File: config.mk
export PLATFORM = sky130hd
export DESIGN_NAME = irq_prio_ctrl
export DESIGN_NICKNAME = d
export VERILOG_FILES = /design/src/rtl/irq_pkg.sv /design/src/rtl/irq_edge_detect.sv /design/src/rtl/irq_src_regs.sv /design/src/rtl/irq_level_fsm.sv /design/src/rtl/irq_prio_ctrl.sv
export SDC_FILE = /design/constraint.sdc
export NUM_CORES = 1
export LEC_CHECK = 0
export ABC_CLOCK_PERIOD_IN_PS = 1480
export BUFFER_PORTS_ARGS = -buffer_cell sky130_fd_sc_hd__buf_2
export CAP_MARGIN = 5
export CORE_MARGIN = 8
export CORE_UTILIZATION = 40
export DETAILED_ROUTE_END_ITERATION = 16
export PLACE_DENSITY = 0.79
export SYNTH_ARGS = -nofsm -noshare
export SYNTH_HDL_FRONTEND = slang
export SYNTH_SLANG_ARGS = --single-unit
File: constraint.sdc
create_clock -name clk -period 1.48 [get_ports clk]
set_clock_uncertainty 0.1 [all_clocks]
set_input_delay 0.074 -clock clk [delete_from_list [all_inputs] [get_ports clk]]
set_output_delay 0.074 -clock clk [all_outputs]
set_load 0.05 [all_outputs]
File: src/rtl/irq_pkg.sv
package irq_pkg;

    // Service state of the CPU as seen by the controller
    typedef enum logic [1:0] {
        ST_IDLE    = 2'd0,
        ST_LO_SVC  = 2'd1,
        ST_HI_SVC  = 2'd2,
        ST_HI_NEST = 2'd3
    } svc_state_e;

    // Register offsets on the write port
    localparam logic [2:0] REG_CTRL   = 3'd0;
    localparam logic [2:0] REG_ENABLE = 3'd1;
    localparam logic [2:0] REG_PRIO   = 3'd2;
    localparam logic [2:0] REG_FLAG   = 3'd3;
    localparam logic [2:0] REG_EDGE   = 3'd4;

    // Control bit positions
    localparam int CTL_MODE = 0;
    localparam int CTL_GEH  = 1;
    localparam int CTL_GEL  = 2;

endpackage

File: src/rtl/irq_edge_detect.sv
module irq_edge_detect #(
    parameter int N_EXT  = 3,
    parameter int PORT_W = 4
) (
    input  logic              clk,
    input  logic              rst_n,
    input  logic [N_EXT-1:0]  ext_pin,
    input  logic [PORT_W-1:0] port_pin,
    input  logic [N_EXT-1:0]  edge_sel,
    output logic [N_EXT-1:0]  ext_evt,
    output logic              port_evt
);

    logic [N_EXT-1:0]  ext_q;
    logic [PORT_W-1:0] port_q;
    logic              armed_q;

    // History registers; armed_q blocks a false edge on the first cycle
    always_ff @(posedge clk) begin
        if (!rst_n) begin
            ext_q   <= '0;
            port_q  <= '0;
            armed_q <= 1'b0;
        end else begin
            ext_q   <= ext_pin;
            port_q  <= port_pin;
            armed_q <= 1'b1;
        end
    end

    for (genvar g = 0; g < N_EXT; g++) begin : g_ext
        logic rise_w;
        logic fall_w;
        assign rise_w     = ext_pin[g] & ~ext_q[g];
        assign fall_w     = ~ext_pin[g] & ext_q[g];
        assign ext_evt[g] = armed_q & (edge_sel[g] ? rise_w : fall_w);
    end

    assign port_evt = armed_q & (|(port_pin ^ port_q));

endmodule

File: src/rtl/irq_src_regs.sv
module irq_src_regs
    import irq_pkg::*;
#(
    parameter int NSRC    = 7,
    parameter int N_EXT   = 3,
    parameter int EXT0_IDX = 3,
    parameter int ADDR_W  = 3
) (
    input  logic              clk,
    input  logic              rst_n,
    input  logic              wr_en,
    input  logic [ADDR_W-1:0] wr_addr,
    input  logic [NSRC-1:0]   wr_data,
    input  logic [NSRC-1:0]   src_evt,
    output logic [NSRC-1:0]   flags,
    output logic [NSRC-1:0]   enables,
    output logic [NSRC-1:0]   prio_eff,
    output logic [N_EXT-1:0]  edge_sel
);

    localparam logic [NSRC-1:0] FORCE_HI = {{(NSRC-1){1'b0}}, 1'b1} << EXT0_IDX;

    logic [NSRC-1:0] prio_q;
    logic [NSRC-1:0] clr_mask;
    logic            hit_en, hit_prio, hit_flag, hit_edge;

    assign hit_en   = wr_en && (wr_addr == ADDR_W'(REG_ENABLE));
    assign hit_prio = wr_en && (wr_addr == ADDR_W'(REG_PRIO));
    assign hit_flag = wr_en && (wr_addr == ADDR_W'(REG_FLAG));
    assign hit_edge = wr_en && (wr_addr == ADDR_W'(REG_EDGE));
    assign clr_mask = hit_flag ? wr_data : '0;

    always_ff @(posedge clk) begin
        if (!rst_n) begin
            flags    <= '0;
            enables  <= '0;
            prio_q   <= '0;
            edge_sel <= '0;
        end else begin
            // event wins over a clear in the same cycle
            flags <= (flags & ~clr_mask) | src_evt;
            if (hit_en)   enables  <= wr_data;
            if (hit_prio) prio_q   <= wr_data;
            if (hit_edge) edge_sel <= wr_data[N_EXT-1:0];
        end
    end

    assign prio_eff = prio_q | FORCE_HI;

endmodule

File: src/rtl/irq_level_fsm.sv
module irq_level_fsm
    import irq_pkg::*;
#(
    parameter int                NSRC   = 7,
    parameter int                ADDR_W = 3,
    parameter int                VEC_W  = 16,
    parameter logic [VEC_W-1:0]  HI_VEC = 'h0008,
    parameter logic [VEC_W-1:0]  LO_VEC = 'h0018
) (
    input  logic              clk,
    input  logic              rst_n,
    input  logic              wr_en,
    input  logic [ADDR_W-1:0] wr_addr,
    input  logic [2:0]        wr_ctl,
    input  logic [NSRC-1:0]   pend,
    input  logic [NSRC-1:0]   prio,
    input  logic [NSRC-1:0]   periph,
    input  logic              ack,
    input  logic              reti,
    output logic              irq_hi,
    output logic              irq_lo,
    output logic [VEC_W-1:0]  vector,
    output logic [2:0]        ctrl_o
);

    svc_state_e st_q, st_nxt;
    logic mode_q, geh_q, gel_q;
    logic mode_nxt, geh_nxt, gel_nxt;
    logic hi_src, lo_src, hi_allowed, take_hi, take_lo;

    // ---- output process ----
    always_comb begin
        if (mode_q) begin
            hi_src = |(pend & prio);
            lo_src = |(pend & ~prio);
        end else begin
            hi_src = (|(pend & ~periph)) | (gel_q & (|(pend & periph)));
            lo_src = 1'b0;
        end
        hi_allowed = (st_q == ST_IDLE) || (st_q == ST_LO_SVC);
        irq_hi = geh_q & hi_src & hi_allowed;
        irq_lo = mode_q & gel_q & lo_src & (st_q == ST_IDLE) & ~irq_hi;
        vector = irq_lo ? LO_VEC : HI_VEC;
        ctrl_o = {gel_q, geh_q, mode_q};
    end

    // ---- next-state logic ----
    always_comb begin
        st_nxt   = st_q;
        mode_nxt = mode_q;
        geh_nxt  = geh_q;
        gel_nxt  = gel_q;
        take_hi  = ack & irq_hi;
        take_lo  = ack & irq_lo;
        unique case (st_q)
            ST_IDLE: begin
                if (take_hi) begin
                    st_nxt  = ST_HI_SVC;
                    geh_nxt = 1'b0;
                end else if (take_lo) begin
                    st_nxt  = ST_LO_SVC;
                    gel_nxt = 1'b0;
                end
            end
            ST_LO_SVC: begin
                if (take_hi) begin
                    st_nxt  = ST_HI_NEST;
                    geh_nxt = 1'b0;
                end else if (reti) begin
                    st_nxt  = ST_IDLE;
                    gel_nxt = 1'b1;
                end
            end
            ST_HI_SVC: begin
                if (reti) begin
                    st_nxt  = ST_IDLE;
                    geh_nxt = 1'b1;
                end
            end
            ST_HI_NEST: begin
                if (reti) begin
                    st_nxt  = ST_LO_SVC;
                    geh_nxt = 1'b1;
                end
            end
        endcase
        if (wr_en && (wr_addr == ADDR_W'(REG_CTRL))) begin
            mode_nxt = wr_ctl[CTL_MODE];
            geh_nxt  = wr_ctl[CTL_GEH];
            gel_nxt  = wr_ctl[CTL_GEL];
        end
    end

    // ---- state register ----
    always_ff @(posedge clk) begin
        if (!rst_n) begin
            st_q   <= ST_IDLE;
            mode_q <= 1'b0;
            geh_q  <= 1'b0;
            gel_q  <= 1'b0;
        end else begin
            st_q   <= st_nxt;
            mode_q <= mode_nxt;
            geh_q  <= geh_nxt;
            gel_q  <= gel_nxt;
        end
    end

endmodule

File: src/rtl/irq_prio_ctrl.sv
module irq_prio_ctrl
    import irq_pkg::*;
#(
    parameter int               N_TMR  = 3,
    parameter int               N_EXT  = 3,
    parameter int               PORT_W = 4,
    parameter int               ADDR_W = 3,
    parameter int               VEC_W  = 16,
    parameter logic [VEC_W-1:0] HI_VEC = 'h0008,
    parameter logic [VEC_W-1:0] LO_VEC = 'h0018,
    localparam int              NSRC   = N_TMR + N_EXT + 1
) (
    input  logic              clk,
    input  logic              rst_n,
    input  logic [N_TMR-1:0]  tmr_evt,
    input  logic [N_EXT-1:0]  ext_pin,
    input  logic [PORT_W-1:0] port_pin,
    input  logic              wr_en,
    input  logic [ADDR_W-1:0] wr_addr,
    input  logic [NSRC-1:0]   wr_data,
    input  logic              ack,
    input  logic              reti,
    output logic              irq_hi,
    output logic              irq_lo,
    output logic [VEC_W-1:0]  vector,
    output logic [NSRC-1:0]   flags_o,
    output logic [NSRC-1:0]   enables_o,
    output logic [2:0]        ctrl_o
);

    localparam int EXT0_IDX = N_TMR;

    logic [N_EXT-1:0] edge_sel;
    logic [N_EXT-1:0] ext_evt;
    logic             port_evt;
    logic [NSRC-1:0]  src_evt;
    logic [NSRC-1:0]  prio_eff;
    logic [NSRC-1:0]  periph_mask;
    logic [NSRC-1:0]  pend;

    // timers other than timer0 count as peripheral sources
    for (genvar i = 0; i < NSRC; i++) begin : g_periph
        assign periph_mask[i] = (i >= 1) && (i < N_TMR);
    end

    irq_edge_detect #(.N_EXT(N_EXT), .PORT_W(PORT_W)) u_edge (
        .clk      (clk),
        .rst_n    (rst_n),
        .ext_pin  (ext_pin),
        .port_pin (port_pin),
        .edge_sel (edge_sel),
        .ext_evt  (ext_evt),
        .port_evt (port_evt)
    );

    assign src_evt = {port_evt, ext_evt, tmr_evt};

    irq_src_regs #(
        .NSRC(NSRC), .N_EXT(N_EXT), .EXT0_IDX(EXT0_IDX), .ADDR_W(ADDR_W)
    ) u_regs (
        .clk      (clk),
        .rst_n    (rst_n),
        .wr_en    (wr_en),
        .wr_addr  (wr_addr),
        .wr_data  (wr_data),
        .src_evt  (src_evt),
        .flags    (flags_o),
        .enables  (enables_o),
        .prio_eff (prio_eff),
        .edge_sel (edge_sel)
    );

    assign pend = flags_o & enables_o;

    irq_level_fsm #(
        .NSRC(NSRC), .ADDR_W(ADDR_W), .VEC_W(VEC_W),
        .HI_VEC(HI_VEC), .LO_VEC(LO_VEC)
    ) u_fsm (
        .clk     (clk),
        .rst_n   (rst_n),
        .wr_en   (wr_en),
        .wr_addr (wr_addr),
        .wr_ctl  (wr_data[2:0]),
        .pend    (pend),
        .prio    (prio_eff),
        .periph  (periph_mask),
        .ack     (ack),
        .reti    (reti),
        .irq_hi  (irq_hi),
        .irq_lo  (irq_lo),
        .vector  (vector),
        .ctrl_o  (ctrl_o)
    );

endmodule

After elaboration in Yosys (flattened, before gate mapping)
Cells that the tools add are included.
{ "totals": {"regBits": 37, "latch_bits": 0, "ram_bits": 0, "mem_bits_ro": 0, "in_bits": 25, "wordCells": 103, "mem_count": 0} }
{ "classes": {"addsub": 0, "n_mul": 0, "div_mod_pow": 0, "magnitude_cmp": 0, "eq_ne": 15, "shifts": 0, "muxes": 23, "bitwise": 35, "n_reduce_logical": 19} }
{ "op_table": {"columns": ["cell", "count"], "rows": [
  ["$and 7x7->7", 4],
  ["$and 1x1->1", 19],
  ["$not 7->7", 2],
  ["$reduce_or 7->1", 2],
  ["$mux 1", 13],
  ["$mux 2", 5],
  ["$ne 3x1->1 const B", 3],
  ["$ne 3x3->1 const B", 3],
  ["$pmux 2 s4", 1],
  ["$mux 7", 1],
  ["$not 1->1", 7],
  ["$or 7x7->7", 1],
  ["$eq 3x2->1 const B", 2],
  ["$reduce_or 2->1", 3],
  ["$logic_and 1x1->1", 5],
  ["$mux 5", 1],
  ["$reduce_and 5->1", 1],
  ["$reduce_or 5->1", 1],
  ["$eq 2x2->1 const B", 2],
  ["$pmux 1 s2", 2],
  ["$reduce_and 2->1", 2],
  ["$reduce_or 4->1", 1],
  ["$xor 4x4->4", 1],
  ["$eq 3x1->1 const B", 1],
  ["other kinds (9)", 9]
]} }

Logic depth before layout (Yosys ltp)
{ "logic_depth": {"depth_word": 14, "ltp_mapped": 6} }

Hierarchy
A second synthesis with hierarchy kept.
{ "unflattened": {"cells_unflattened": 224, "area_unflattened_um2": 1948.1} }
{ "modules_own_cells": {"columns": ["module", "n_inst", "cells_each", "area_per_inst_um2"], "rows": [
  ["irq_src_regs", 1, 95, 904.6],
  ["irq_level_fsm", 1, 91, 670.6],
  ["irq_edge_detect", 1, 29, 321.6],
  ["irq_prio_ctrl", 1, 9, 51.3]
]} }

Least setup slack after synthesis
OpenSTA, ideal clock, no wires.
{ "synth_timing": {"path_type": "reg-to-output", "start": "register u_regs.flags[3]", "end": "output port vector[4]", "arrival_time_ps": 2706, "path_slack_ps": -1400, "path_stages_with_launch": 7, "path_buffers": 1, "path_cell_list": "dfxtp_1 a21boi_0 nand4_1 o211ai_2 nand4_1 nor3_1 buf_4"} }
{ "synth_via": {"elab_chain_len": 9, "word_cells_on_any_way": 16, "cone_classes": "mux: 3; bitwise: 10; reduce/logical: 3"} }
{ "synth_rtl": {"columns": ["item", "line", "source"], "rows": [
  ["start, declared", "irq_src_regs.sv:15", "output logic [NSRC-1:0] flags,"],
  ["start signal, assigned", "irq_src_regs.sv:41", "flags <= (flags & ~clr_mask) | src_evt;"],
  ["$and 7x7->7 (*)", "irq_prio_ctrl.sv:73", "assign pend = flags_o & enables_o;"],
  ["$and 7x7->7 / $reduce_or 5->1 (equally long branches)", "irq_level_fsm.sv:34, irq_level_fsm.sv:37", null],
  ["$reduce_or 7->1 / $or 1x1->1 (equally long branches)", "irq_level_fsm.sv:34, irq_level_fsm.sv:37", null],
  ["$mux 1", "irq_level_fsm.sv:33", "if (mode_q) begin"],
  ["$and 1x1->1 (2 in a row)", "irq_level_fsm.sv:41", "irq_hi = geh_q & hi_src & hi_allowed;"],
  ["$not 1->1", "irq_level_fsm.sv:42", "irq_lo = mode_q & gel_q & lo_src & (st_q == ST_IDLE) & ~irq_hi;"],
  ["$and 1x1->1 (*)", "irq_level_fsm.sv:42", null],
  ["net irq_lo", "irq_prio_ctrl.sv:24", "output logic irq_lo,"],
  ["$mux 5 (*)", "irq_level_fsm.sv:43", "vector = irq_lo ? LO_VEC : HI_VEC;"],
  ["end, declared", "irq_prio_ctrl.sv:25", "output logic [VEC_W-1:0] vector,"]
]} }
Mark *: on every way through the listed nets, which the timed path passes. The rest lies on a longest branch.

Worst setup path in the final report
{ "layout_timing": {"start": "register u_fsm.mode_q", "end": "output port irq_lo"} }
{ "layout_via": {"elab_chain_len": 5, "word_cells_on_any_way": 9, "cone_classes": "mux: 2; bitwise: 7"} }
{ "layout_rtl": {"columns": ["item", "line", "source"], "rows": [
  ["start, declared", "irq_level_fsm.sv:27", "logic mode_q, geh_q, gel_q;"],
  ["start signal, assigned", "irq_level_fsm.sv:103", "mode_q <= mode_nxt;"],
  ["$mux 1", "irq_level_fsm.sv:33", null],
  ["$and 1x1->1 (2 in a row)", "irq_level_fsm.sv:41", null],
  ["$not 1->1", "irq_level_fsm.sv:42", null],
  ["$and 1x1->1 (*)", "irq_level_fsm.sv:42", null],
  ["end, declared", "irq_prio_ctrl.sv:24", null]
]} }
Mark *: on every way between the ends. The rest lies on a longest branch, timed or not.

==> PnR_summary.wiki <==
{| class="wikitable"
! Metric !! Value
|-
| Clock insertion delay at the later pin of the skew report || around 0.29 ns
|-
| Initial antenna violation count || 0
|-
| Initial standard-cell utilization of the core || 0.412
|-
| Number of pins exceeding their max-slew limit in the final report || 0
|-
| Most used cells in the layout excluding fill and tap cells || sky130_fd_sc_hd__buf_2 (41), sky130_fd_sc_hd__buf_4 (25), sky130_fd_sc_hd__nand2_1 (24), sky130_fd_sc_hd__nor2b_1 (24), sky130_fd_sc_hd__dfxtp_1 (20)
|-
| Tcrit/Tclk final || 1.26
|-
| Status || finished, violations left
|-
| Post-detailed-route DRC marker count || 0
|-
| Mean routed wirelength per cell || 14.1 µm
|-
| Power per cell area || 840 mW/mm²
|-
| Die footprint || 0.00684 mm²
|-
| Vias after detailed routing || 1615
|-
| Share of cells above drive strength 1 || 0.388
|-
| Number of global-route vias before repair || around 1600
|-
| Buffer cell driving the clock tree root || sky130_fd_sc_hd__clkbuf_8
|-
| Fin cells || 333
|-
| Total overflow reported by the global router || 0
|-
| WP buf/inv || 1
|-
| Buffers from clock root to sink, at most || 2
|-
| Critical Path RT || approximately 1.3 ns
|-
| Largest net degree at the start of global routing || 17
|-
| Cell family with the largest share of critical-path delay || simple AND/OR/NAND/NOR gates
|-
| Aggregate negative setup slack || -1.08 ns
|-
| Worst-path cell with the longest stage delay || sky130_fd_sc_hd__dfxtp_2
|-
| Maximum fanout encountered on the critical timing path || 3
|-
| Global placer's final weighted congestion || 0.826
|-
| Minimum clock period || 1.87 ns
|-
| Total length of routed wires || 4690 µm
|-
| Number of max-capacitance violations reported || 0
|-
| Number of detailed-routing iterations run before antenna repair || 4
|-
| Cell Chain, Critical Path || a21boi_2, nand4_1, o211ai_2, nand4_1, nor3_4, buf_6
|-
| Number of design-rule violations left by the first detailed-router iteration || 63
|-
| Clock sink count || 36
|-
| Leakage power || 1.07 nW
|-
| Post-route antenna net violation count || 0
|-
| Failing checks || setup timing
|-
| Proportion of synthesized chip area in sequential cells || 0.405
|-
| Total of warnings raised by yosys || 0
|-
| Core region area || between 0.004 and 0.005 mm²
|-
| Number of nets in the finished design || 305
|-
| Row count || 24
|-
| Max rail drop VDD || roughly 0.57 mV
|-
| Unique masters post-synth || 32
|-
| Average cell area after synthesis || 8.95 µm²
|-
| Crit path capture type || output port
|-
| Synth Instances || 199
|-
| Die height || 82.7 µm
|-
| Hold Path Class || input port to flip-flop
|-
| RSZ-0062 raised after global routing || true
|-
| Area added between synthesis and finish || 40.9%
|-
| # port buffers || 44
|-
| Number of H-tree branching levels || 2
|-
| Total GRT Usage || 0.141
|-
| Synthesized cell area || approximately 0.0018 mm²
|-
| Critical Path Most Common Cell || sky130_fd_sc_hd__nand4_1
|-
| # setup viols final || 4
|-
| Hold Violations, Final || 0
|-
| Sum of net half-perimeters after detailed placement || 3610 µm
|-
| Most common cell after layout, fill and taps aside || sky130_fd_sc_hd__buf_2
|-
| CP startpoint kind || flip-flop
|-
| Number of diodes || 0
|-
| Total clock buffers created by CTS || 5
|-
| First-pass GRT wire length || 7580 µm
|-
| Width of the chip || 82.7 µm
|-
| Clock transition at the register clock pins on the worst setup and hold paths after CTS || 0.07 ns
|-
| TritonCTS clock tree || built
|-
| Cell count after placement || 311
|-
| Worst path setup slack after routing || -0.390 ns
|-
| Via-to-Cell Ratio || 4.85
|-
| Largest stage delay on the critical path || 0.35 ns
|-
| I/O pin total || 60
|-
| Critical path start-end classification || flip-flop to output port
|-
| Data arrival time of the worst path || 1.70 ns
|-
| Number of synthesized register bits || 36
|-
| Max Clock Freq || 0.535 GHz
|}
cell usage after synthesis, drive strengths merged:
master | instances | area, µm²
o211ai | 1 | 12.5
nand2b | 1 | 6.26
o2111ai | 1 | 8.76
nor3b | 3 | 43.8
o211a | 1 | 10.0
a311o | 1 | 10.0
nor2 | 5 | 18.8
a22oi | 6 | 45.0
nand2 | 25 | 93.8
dfxtp | 36 | 721
a31oi | 2 | 12.5
o41ai | 1 | 8.76
xor2 | 4 | 35.0
conb | 2 | 7.51
and2 | 8 | 50.1
nor2b | 24 | 150
buf | 20 | 148
mux2i | 17 | 170
inv | 3 | 11.3
o21a | 1 | 7.51
o21ai | 6 | 30.0
o22ai | 5 | 31.3
nand3 | 10 | 50.1
or3 | 2 | 12.5
a21oi | 4 | 20.0
nor3 | 2 | 21.3
clkbuf | 3 | 11.3
nand4 | 3 | 18.8
a21boi | 2 | 15.0
final timing paths:
check	startpoint	end	slack (ns)	cells past startpoint
setup reg to reg	u_fsm.mode_q	u_fsm.gel_q	-0.14	6
hold reg to reg	u_regs.flags[6]	u_regs.flags[6]	0.42	2
hold / removal	wr_data[5]	u_regs.enables[5]	0.007	3
setup / recovery	u_fsm.mode_q	irq_lo	-0.39	6
power breakdown:
group	internal, W	total [W]	switching [W]	leakage (nW)
logic	0.000147	0.000403	0.000256	0.715
registers	0.000997	0.00103	0.0000332	0.304
clock network	0.000327	0.000674	0.000346	0.0479
total	0.00147	0.00211	0.000635	1.07
sequential cells by signal, indices dropped and copies added, names as in the netlist:
register and cells:
u_regs.prio_q 6, u_regs.flags 7, u_fsm.mode_q 1, u_edge.port_q 4, u_edge.armed_q 1, u_fsm.gel_q 1, u_edge.ext_q 3, u_regs.edge_sel 3
u_regs.enables 7, u_fsm.st_q 2, u_fsm.geh_q 1
timing repair:
action	in CTS	in global routing
setup buffers	1	0
pin swaps	5	1
hold buffers	14	0
gates resized for setup	17	1
endpoints found under the setup margin	5	6
endpoints found under the hold margin	17	0
worst register-to-register path: cells and delay by family (launching register included):
family          cells  cell delay (ns)
simple gates        2             0.31
compound gates      3             0.54
buf+inv             1             0.21
flops               1             0.35
final cells by class:
cell class	instances	area, µm²
clock buffers	5	68.8
repair buffers	84	587
multi-input cells	150	997
well taps	52	65.1
flip-flops and latches	36	761
fillers	386	1820
clock inverters	3	18.8
inverters	3	11.3
per-stage QoR:
step / util / setup WS, ns / total power [W] / hold slack [ns] / cell area [µm²]
2_1_floorplan: - / -0.561 / 0.00132 / 0.00172 / 1880
3_3_place_gp: 0.512 / -0.169 / 0.00141 / 0.203 / 2210
3_5_place_dp: 0.512 / -0.220 / 0.00142 / 0.209 / 2210
4_1_cts: 0.579 / -0.370 / 0.00212 / 0.00381 / 2500
5_1_grt: 0.580 / -0.490 / 0.00221 / 0.0212 / 2510
6_report: 0.580 / -0.390 / 0.00211 / 0.00718 / 2510
kinds of logic after synthesis:
logic type | synth area share
simple gates | 0.261
xor+xnor | 0.0197
mux | 0.0956
flops | 0.405
compound gates | 0.119
other cells | 0.00422
buf+inv | 0.0956
routing by layer:
metal	track usage	routed length (µm)
met4	0.0328	12
met5	0	0
met1	0.162	1970
met3	0.0487	379
met2	0.246	2330
No activity file was read; power rests on OpenSTA's default activity.
